===== config.mk =====
export PLATFORM = sky130hd
export DESIGN_NAME = plru_tracker
export DESIGN_NICKNAME = d
export VERILOG_FILES = /design/src/rtl/plru_pkg.sv /design/src/rtl/plru_path_enc.sv /design/src/rtl/plru_victim_walk.sv /design/src/rtl/plru_state_array.sv /design/src/rtl/plru_tracker.sv
export SDC_FILE = /design/constraint.sdc
export NUM_CORES = 1
export LEC_CHECK = 0
export BUFFER_PORTS_ARGS = -buffer_cell sky130_fd_sc_hd__buf_2
export CORE_MARGIN = 1.5
export CORE_UTILIZATION = 50
export CTS_BUF_LIST = sky130_fd_sc_hd__clkbuf_16
export DETAILED_ROUTE_END_ITERATION = 10
export PLACE_DENSITY = 0.72
export RECOVER_POWER = 100
export SYNTH_ARGS = -nofsm -noshare
export SYNTH_HDL_FRONTEND = slang
export SYNTH_SLANG_ARGS = --single-unit

===== constraint.sdc =====
create_clock -name clk -period 4.69 [get_ports clk]
set_input_delay 0.2345 -clock clk [delete_from_list [all_inputs] [get_ports clk]]
set_output_delay 0.2345 -clock clk [all_outputs]
set_load 0.02 [all_outputs]

===== src/rtl/plru_pkg.sv =====
package plru_pkg;
  // first heap index of a tree level (root level is 0)
  function automatic int unsigned level_base(input int unsigned lvl);
    return (32'd1 << lvl) - 32'd1;
  endfunction
endpackage


===== src/rtl/plru_path_enc.sv =====
module plru_path_enc #(
  parameter int unsigned NUM_WAYS = 8,
  localparam int unsigned WAY_W   = $clog2(NUM_WAYS),
  localparam int unsigned NODES   = NUM_WAYS - 1
) (
  input  logic [WAY_W-1:0] way,
  output logic [NODES-1:0] node_mask,
  output logic [NODES-1:0] node_val
);
  import plru_pkg::*;

  always_comb begin
    node_mask = '0;
    node_val  = '0;
    for (int unsigned lvl = 0; lvl < WAY_W; lvl++) begin
      int unsigned idx;
      idx = level_base(lvl) + 32'(way >> (WAY_W - lvl));
      node_mask[idx] = 1'b1;
      // the half not containing the way becomes the older one
      node_val[idx]  = ~way[WAY_W-1-lvl];
    end
  end
endmodule


===== src/rtl/plru_victim_walk.sv =====
module plru_victim_walk #(
  parameter int unsigned NUM_WAYS = 8,
  localparam int unsigned WAY_W   = $clog2(NUM_WAYS),
  localparam int unsigned NODES   = NUM_WAYS - 1
) (
  input  logic [NODES-1:0] tree,
  output logic [WAY_W-1:0] way
);
  always_comb begin
    int unsigned node;
    node = 0;
    way  = '0;
    for (int unsigned lvl = 0; lvl < WAY_W; lvl++) begin
      way[WAY_W-1-lvl] = tree[node];
      node = 2 * node + 1 + 32'(tree[node]);
    end
  end
endmodule


===== src/rtl/plru_state_array.sv =====
module plru_state_array #(
  parameter int unsigned NUM_SETS = 16,
  parameter int unsigned NUM_WAYS = 8,
  localparam int unsigned SET_W   = $clog2(NUM_SETS),
  localparam int unsigned NODES   = NUM_WAYS - 1
) (
  input  logic             clk,
  input  logic             rst_n,
  input  logic             wr_en,
  input  logic [SET_W-1:0] wr_set,
  input  logic [NODES-1:0] wr_mask,
  input  logic [NODES-1:0] wr_val,
  input  logic [SET_W-1:0] rd_a_set,
  output logic [NODES-1:0] rd_a_tree,
  input  logic [SET_W-1:0] rd_b_set,
  output logic [NODES-1:0] rd_b_tree
);
  logic [NODES-1:0] tree_q [NUM_SETS];
  logic [NODES-1:0] bit_en [NUM_SETS];

  // next-state: per-bit write enables, no read of old state
  always_comb begin
    for (int s = 0; s < NUM_SETS; s++) begin
      bit_en[s] = (wr_en && wr_set == SET_W'(s)) ? wr_mask : '0;
    end
  end

  for (genvar s = 0; s < NUM_SETS; s++) begin : g_set
    for (genvar b = 0; b < NODES; b++) begin : g_node
      always_ff @(posedge clk or negedge rst_n) begin
        if (!rst_n) begin
          tree_q[s][b] <= 1'b0;
        end else if (bit_en[s][b]) begin
          tree_q[s][b] <= wr_val[b];
        end
      end
    end

    p_other_sets_hold_r4: assert property (@(posedge clk) disable iff (!rst_n)
      !(wr_en && wr_set == SET_W'(s)) |=> $stable(tree_q[s]));

    p_reset_clear_r1: assert property (@(posedge clk) disable iff (!rst_n)
      $rose(rst_n) |-> (tree_q[s] == '0));
  end

  assign rd_a_tree = tree_q[rd_a_set];
  assign rd_b_tree = tree_q[rd_b_set];
endmodule


===== src/rtl/plru_tracker.sv =====
module plru_tracker #(
  parameter int unsigned NUM_SETS = 16,
  parameter int unsigned NUM_WAYS = 8,
  localparam int unsigned SET_W   = $clog2(NUM_SETS),
  localparam int unsigned WAY_W   = $clog2(NUM_WAYS),
  localparam int unsigned NODES   = NUM_WAYS - 1
) (
  input  logic             clk,
  input  logic             rst_n,
  input  logic             acc_valid,
  input  logic             fill_valid,
  input  logic [SET_W-1:0] acc_set,
  input  logic [WAY_W-1:0] acc_way,
  input  logic [SET_W-1:0] look_set,
  output logic [WAY_W-1:0] victim_way,
  output logic [WAY_W-1:0] fill_way
);
  logic [NODES-1:0] acc_tree;
  logic [NODES-1:0] look_tree;
  logic [NODES-1:0] upd_mask;
  logic [NODES-1:0] upd_val;
  logic [WAY_W-1:0] touch_way;
  logic             upd_en;

  // access has priority over a fill in the same cycle
  always_comb begin
    upd_en    = acc_valid | fill_valid;
    touch_way = acc_valid ? acc_way : fill_way;
  end

  plru_path_enc #(.NUM_WAYS(NUM_WAYS)) u_enc (
    .way       (touch_way),
    .node_mask (upd_mask),
    .node_val  (upd_val)
  );

  plru_state_array #(.NUM_SETS(NUM_SETS), .NUM_WAYS(NUM_WAYS)) u_state (
    .clk       (clk),
    .rst_n     (rst_n),
    .wr_en     (upd_en),
    .wr_set    (acc_set),
    .wr_mask   (upd_mask),
    .wr_val    (upd_val),
    .rd_a_set  (acc_set),
    .rd_a_tree (acc_tree),
    .rd_b_set  (look_set),
    .rd_b_tree (look_tree)
  );

  plru_victim_walk #(.NUM_WAYS(NUM_WAYS)) u_walk_fill (
    .tree (acc_tree),
    .way  (fill_way)
  );

  plru_victim_walk #(.NUM_WAYS(NUM_WAYS)) u_walk_look (
    .tree (look_tree),
    .way  (victim_way)
  );

  p_no_mru_victim_r3: assert property (@(posedge clk) disable iff (!rst_n)
    acc_valid |=> (acc_set != $past(acc_set) || fill_way != $past(acc_way)));

  p_fill_becomes_mru_r5: assert property (@(posedge clk) disable iff (!rst_n)
    (fill_valid && !acc_valid) |=> (acc_set != $past(acc_set) || fill_way != $past(fill_way)));

  p_access_wins_r6: assert property (@(posedge clk) disable iff (!rst_n)
    (fill_valid && acc_valid) |=> (acc_set != $past(acc_set) || fill_way != $past(acc_way)));

  p_root_steers_r8: assert property (@(posedge clk) disable iff (!rst_n)
    victim_way[WAY_W-1] == look_tree[0]);
endmodule


# After elaboration in Yosys (flattened, before gate mapping)
# Cells that the tools add are included.
# W data, S select, Z words.
dict set report word_totals {
  regBits 112
  inputBits 15
  output_inout_bits 6
  word_cells 208
}
dict set report classes {
  add_sub_neg 8
  n_lt_le_gt_ge 10
  n_eq_ne 15
  muxes 37
  bitwise_logic 7
  n_reduce_logical 19
}
# operator count
set op_table {}
lappend op_table {{$lt A32 B4 Y1 const B} 5}
lappend op_table {{$mux W7} 20}
lappend op_table {{$add A32 B1 Y32} 2}
lappend op_table {{$add A32 B1 Y32 const B} 2}
lappend op_table {{$bmux W7 S4} 2}
lappend op_table {{$eq A4 B4 Y1 const B} 8}
lappend op_table {{$ge A32 B1 Y1 const B} 1}
lappend op_table {{$logic_and A1 B1 Y1} 18}
lappend op_table {{$eq A4 B3 Y1 const B} 4}
lappend op_table {{$bwmux W7} 2}
lappend op_table {{$bmux W1 S3} 4}
lappend op_table {{$ge A5 B5 Y1 const B} 2}
lappend op_table {{$not A4 Y5} 2}
lappend op_table {{$eq A4 B2 Y1 const B} 2}
lappend op_table {{$or A7 B7 Y7} 1}
lappend op_table {{$add A1 B1 Y2 const A} 3}
lappend op_table {{$demux W1 S3} 2}
lappend op_table {{$mux W1} 6}
lappend op_table {{$eq A4 B1 Y1 const B} 1}
lappend op_table {{$logic_not A4 Y1} 1}
lappend op_table {{$lt A3 B4 Y1 const B} 1}
lappend op_table {{$add A2 B2 Y3 const A} 1}
lappend op_table {{$ge A3 B1 Y1 const B} 1}
lappend op_table {{$mux W3} 1}
lappend op_table {{other kinds (2)} 4}

# Depth between registers and ports, before layout
dict set report logic_depth {
  depth_word 18
  ltp_mapped 19
}

# Hierarchy
# Synthesis repeated with hierarchy kept, for this count alone.
dict set report hier_totals {
  hier_cells 556
  hier_area_um2 7201.9
}
# mod n_inst cells_each area_per_inst_um2
set by_module_without_submodules {}
lappend by_module_without_submodules {plru_state_array 1 510 6834.1}
lappend by_module_without_submodules {plru_path_enc 1 21 157.7}
lappend by_module_without_submodules {{plru_victim_walk at u_walk_fill} 1 16 117.6}
lappend by_module_without_submodules {{plru_victim_walk at u_walk_look} 1 5 52.6}
lappend by_module_without_submodules {plru_tracker 1 4 40.0}

# Least setup slack after synthesis
# No wires, ideal clock.
dict set report synth_timing {
  path_kind {input-to-reg}
  start {input acc_set[1]}
  end {register u_state.tree_q[103] in the netlist's numbering}
  setup_time_ps 128
  arrival_time_ps 3352
  required_ps 4562
  setup_slack_ps 1210
  cell_stages 18
  n_path_buf 3
  cell_sequence {buf_4 -> mux4_2 -> mux2i_1 -> mux2_4 -> inv_2 -> nand3_2 -> nand2_2 -> ha_1 -> buf_1 -> nand2b_1 -> a21oi_1 -> nand3_1 -> o31a_1 -> a41o_1 -> a21oi_2 -> o31ai_4 -> buf_6 -> mux2_1}
}
dict set report synth_between {
  elab_chain_cells 15
  elab_cells_between_ends 32
  cone_classes {add/sub (5); order compare (4); eq/ne (1); mux (15); bitwise (4); reduce/logical (3)}
}
# element line
set synth_rtl {}
lappend synth_rtl {{start: declaration} plru_tracker.sv:12} ;# input logic [SET_W-1:0] acc_set,
lappend synth_rtl {{$not A4 Y5 (implied by the code) (*)} plru_state_array.sv:46} ;# assign rd_a_tree = tree_q[rd_a_set];
lappend synth_rtl {{$bmux W7 S4 (*)} plru_state_array.sv:46}
lappend synth_rtl {{$mux W7 (implied by the code) (*) (2 in a row)} plru_state_array.sv:46}
lappend synth_rtl {{named net fill_way[2]} plru_tracker.sv:16} ;# output logic [WAY_W-1:0] fill_way
lappend synth_rtl {{branches (longest 3 deep; another with $add A32 B1 Y32)} -}
lappend synth_rtl {{$mux W3 (*)} plru_tracker.sv:28} ;# touch_way = acc_valid ? acc_way : fill_way;
lappend synth_rtl {{$add A2 B2 Y3} plru_path_enc.sv:17} ;# idx = level_base(lvl) + 32'(way >> (WAY_W - lvl));
lappend synth_rtl {{$lt A3 B4 Y1 (implied by the code) / $ge A3 B1 Y1 (equally long branches)} {plru_path_enc.sv:18, plru_path_enc.sv:20}}
lappend synth_rtl {{$logic_and A1 B1 Y1 (implied by the code)} {plru_path_enc.sv:18, plru_path_enc.sv:20}}
lappend synth_rtl {{$mux W1 (implied by the code)} {plru_path_enc.sv:18, plru_path_enc.sv:20}}
lappend synth_rtl {{$demux W1 S3} {plru_path_enc.sv:18, plru_path_enc.sv:20}}
lappend synth_rtl {{$or A7 B7 Y7 (no source line)} -}
lappend synth_rtl {{$mux W7} plru_state_array.sv:24} ;# bit_en[s] = (wr_en && wr_set == SET_W'(s)) ? wr_mask : '0;
lappend synth_rtl {{end signal: indexed assignment} plru_state_array.sv:34} ;# tree_q[s][b] <= wr_val[b];
lappend synth_rtl {{end: declaration} plru_state_array.sv:18} ;# logic [NODES-1:0] tree_q [NUM_SETS];
# Mark *: on every way through the listed nets, which the timed path passes. The select of a mux whose other input is x is not followed.
# A chain may end at the register's enable or synchronous reset.

# Worst setup path in the final report
dict set report layout_timing {
  start {register u_state.tree_q[28] in the netlist's numbering}
  end {register u_state.tree_q[80] in the netlist's numbering}
}
dict set report layout_between {
  elab_chain_cells 14
  elab_cells_between_ends 29
  cone_classes {add/sub (5); order compare (4); mux (15); bitwise (3); reduce/logical (2)}
}
# element line
set layout_rtl {}
lappend layout_rtl {{$bmux W7 S4 (*)} plru_state_array.sv:46}
lappend layout_rtl {{$mux W7 (implied by the code) (*) (2 in a row)} plru_state_array.sv:46}
lappend layout_rtl {{branches (longest 3 deep; another with $add A32 B1 Y32)} -}
lappend layout_rtl {{$mux W3 (*)} plru_tracker.sv:28}
lappend layout_rtl {{$add A2 B2 Y3} plru_path_enc.sv:17}
lappend layout_rtl {{$lt A3 B4 Y1 (implied by the code) / $ge A3 B1 Y1 (equally long branches)} {plru_path_enc.sv:18, plru_path_enc.sv:20}}
lappend layout_rtl {{$logic_and A1 B1 Y1 (implied by the code)} {plru_path_enc.sv:18, plru_path_enc.sv:20}}
lappend layout_rtl {{$mux W1 (implied by the code)} {plru_path_enc.sv:18, plru_path_enc.sv:20}}
lappend layout_rtl {{$demux W1 S3} {plru_path_enc.sv:18, plru_path_enc.sv:20}}
lappend layout_rtl {{$or A7 B7 Y7 (no source line)} -}
lappend layout_rtl {{$mux W7} plru_state_array.sv:24}
# Mark *: on every way between the ends. The select of a mux whose other input is x is not followed.

==> results by group <==
Timing
  • Final Skew: 0.00989 ns
  • Rel. slew slack: -137%
  • RSZ-0062 raised after global routing: no
  • Fin. max-slew vios: 103
  • Setup WS post-layout: 0.447 ns
  • Fmax: 0.236 GHz
  • Final min period: 4.24 ns
  • Min Hold Slack: 0.490 ns
  • Measured slew at the worst slew-check pin: 3.56 ns
  • Hold Vio Cnt, Final: 0
  • Final setup vio count: 0
  • Final period util: 90.5%
  • Total negative slack: 0 ns

Synthesis
  • Main synth FF type: dfrtp_1
  • Yosys top cell area share: 42.2%
  • Post-synthesis cell type count: 49
  • Gate Count Post-Synth: 571
  • Top post-synthesis cells by area: dfrtp_1 42%, mux4_2 17%, mux2_1 8.0%
  • Mapped Area: 6630 sq um
  • Syn avg cell area: 11.6 sq um
  • Most area-hungry cell type in the Yosys netlist: dfrtp_1
  • Post-Syn Nets: 588
  • Register area share after synthesis: 42.2%
  • #FFs+latches synth: 112
  • Number of synthesized flops with an enable pin: 0
  • Post-synth ARST share: 100%
  • Synth Warn #: 0

Clock tree
  • Post-CTS setup buffer count: 0
  • Clock sinks: 112
  • Total CTS buffers: 9
  • Root cell of the clock tree: clkbuf_16
  • Hold Buf Count CTS: 0
  • CTS H-tree lvls: 3
  • Post_cts resized: 0
  • CTS tree: done
  • CTS max path bufs: 2
  • Clk Latency, worst-skew pair: 0.36 ns
  • Reg clk slew, reported paths: 0.07 ns

Pwr
  • Leak: 3.18 nW
  • Maximum VDD drop: 0.000229 V
  • Comb power frac: 34.9%
  • Power Density: 538 nW/um^2
  • Seq pwr share: 42.7%
  • Total power: 3.86 mW
  • Clk pwr share: 22.3%
  • Internal power: 2.52 mW
  • Sw Ratio: 34.8%
  • Net load switching power: 1.34 mW

Final layout
  • Nets: 599
  • Diode count: 0
  • Storage cell area: 2800 sq um
  • Final cell count without fillers: 759
  • Top reg by flops: u_state.tree_q
  • Layout cells sized above 1: 20.6%
  • Synth-to-Final Area Change: 8.32%
  • Flip-flop count of the largest register after layout: 112
  • Post-route cell area: 7190 sq um
  • Final core utilization: 56.3%
  • Area occupied by multi-input gates: 3510 sq um
  • Regs by FF count: u_state.tree_q: 112 flops
  • # fillers: 1081

Route
  • Routed len/inst: 24.1 microns
  • Initial DRC count: 518
  • Detailed Route WL: 18.3 mm
  • Vias per cell: 6.50
  • Post-route ant nets: 0
  • Total number of vias: 4936
  • Drt pass-1 iters: 5
  • DRC errors left: 0

Worst setup path
  • CP Capture Type: register
  • Slowest Stage Delay on Critical Path: 1.42 ns
  • Critical path type: reg2reg
  • WP data arrival: 4.48 ns
  • CP Launch Type: register
  • Req. time, crit path: 4.93 ns
  • CP Max Fanout: 36
  • Crit path max-delay family: buffers and inverters
  • Critical path cell sequence: mux4_2 > mux2i_1 > mux2_1 > nand3_1 > nand2_1 > clkbuf_1 > o21a_1 > clkbuf_1 > nand4_1 > mux2_2
  • Number of buffer and inverter stages on the critical path: 2
  • CP most frequent cell: clkbuf_1
  • CP max-delay cell: clkbuf_1

Placed design
  • Placed Area: 6880 sq um
  • PortBufs: 20
  • Placed insts: 743
  • Worst slack at placement: 0.301 ns
  • GPL Wtd Cong: 0.974
  • Hpwl dp: 13.0 mm

Hold path
  • HP Class: in2reg

Outcome
  • Status: finished, violations left
  • Failing checks: capacitance limit, slew limit

Floorplan
  • DIE HEIGHT: 118 microns
  • Io pins: 21
  • Die Wd: 118 microns
  • Row cnt: 41
  • Die area: 14000 sq um
  • Initial core utilization: 51.9%
  • Core area: 12800 sq um

Global route
  • GR Util All Layers: 28.0%
  • Antenna violations before repair: 0
  • Largest net degree at the start of global routing: 66
  • First-pass GRT wire length: 29.6 mm
  • Grt ovf: 0
  • Number of global-route vias before repair: 5097

Flow run
  • MaxCap Viol Count: 2
[logic make-up (layout without fill, tap and decap cells)]
kind of cell,after synthesis,count (layout),share of synthesized area [%]
and+or+nand+nor,169,169,11.3
adders and majority gates,2,2,0.377
muxes,146,146,32.9
buffers and inverters,58,74,4.73
DFF,112,112,42.2
AOI/OAI and AO/OA,84,84,8.37
[worst reg2reg max path: stages (launching register included)]
cell	delay, ns
dfrtp_1	0.43
mux4_2	0.48
mux2i_1	0.13
mux2_1	0.24
nand3_1	0.12
nand2_1	0.11
clkbuf_1	0.23
o21a_1	0.15
clkbuf_1	1.42
nand4_1	0.42
mux2_2	0.40
[cell type report]
type	count	share of cell area, %
inverters	18	0.940
flip-flops and latches	112	39.0
clock inverters	7	1.53
multi-input cells	401	48.8
well taps	172	2.99
clock buffers	9	3.13
repair buffers	40	3.55
[power groups by stage]
stage	Clock (mW)	Combinational, mW	Sequential (mW)
2_1_floorplan	0	1.05	1.51
3_3_place_gp	0	1.30	1.62
3_5_place_dp	0	1.35	1.65
4_1_cts	0.876	1.36	1.63
5_1_grt	0.903	1.46	1.69
6_report	0.863	1.35	1.65
[Yosys cell counts (4+ instances only)]
library cell and n:
buf_1 5, and2_1 6, buf_2 14, a31oi_1 6, mux4_2 51, clkbuf_1 8
nand3_1 21, buf_6 8, nand2b_1 6, o21ai_0 20, buf_4 5, or2_2 4
nand2_1 64, mux2_1 47, mux2i_1 29, a21oi_1 16, mux2_2 18, a22oi_1 8
inv_1 17, dfrtp_1 112, o21a_1 6, a21o_1 9, nor3_1 17, nor2_1 41
[layout by cell type, fill, tap and decap left out, drive strengths merged, types with 2 or more instances in the layout]
cell,netlist,final
a31oi,6,6
nor2b,2,2
a22oi,8,8
or2,4,4
and3,2,2
bufinv,0,3
nor3,17,17
mux2i,29,29
or3,2,2
nand2b,6,6
o31ai,2,2
a21oi,18,18
nor2,41,41
and2,6,6
a21boi,2,2
dfrtp,112,112
a21o,9,9
o31a,2,2
inv,18,21
nand2,65,65
o21ai,22,22
mux2,66,66
o21a,6,6
mux4,51,51
clkbuf,8,18
ha,2,2
a221oi,2,2
nand3,22,22
buf,32,31
[final timing paths]
| kind | start | to | slack (ns) | depth (start not counted) |
|---|---|---|---|---|
| max | u_state.tree_q[28]$_DFFE_PN0P_ | u_state.tree_q[80]$_DFFE_PN0P_ | 0.45 | 10 |
| min | acc_set[2] | u_state.tree_q[21]$_DFFE_PN0P_ | 0.49 | 4 |
| max reg2reg | u_state.tree_q[28]$_DFFE_PN0P_ | u_state.tree_q[80]$_DFFE_PN0P_ | 0.45 | 10 |
| min reg2reg | u_state.tree_q[59]$_DFFE_PN0P_ | u_state.tree_q[59]$_DFFE_PN0P_ | 0.51 | 1 |
| max in group asynchronous | rst_n | u_state.tree_q[10]$_DFFE_PN0P_ | 0.98 | 2 |
| min in group asynchronous | rst_n | u_state.tree_q[70]$_DFFE_PN0P_ | 1.08 | 1 |
[metal layers]
metal | track usage [%] | vias to the layer above | part of all wire, %
met2 | 43.3 | 266 | 47
met3 | 4.68 | 56 | 8.1
met5 | 0 | - | 0
met1 | 38.1 | 2488 | 41
met4 | 14.5 | 0 | 4.1
li1 | - | 2126 | -
Power figures use the tool's default switching activity.
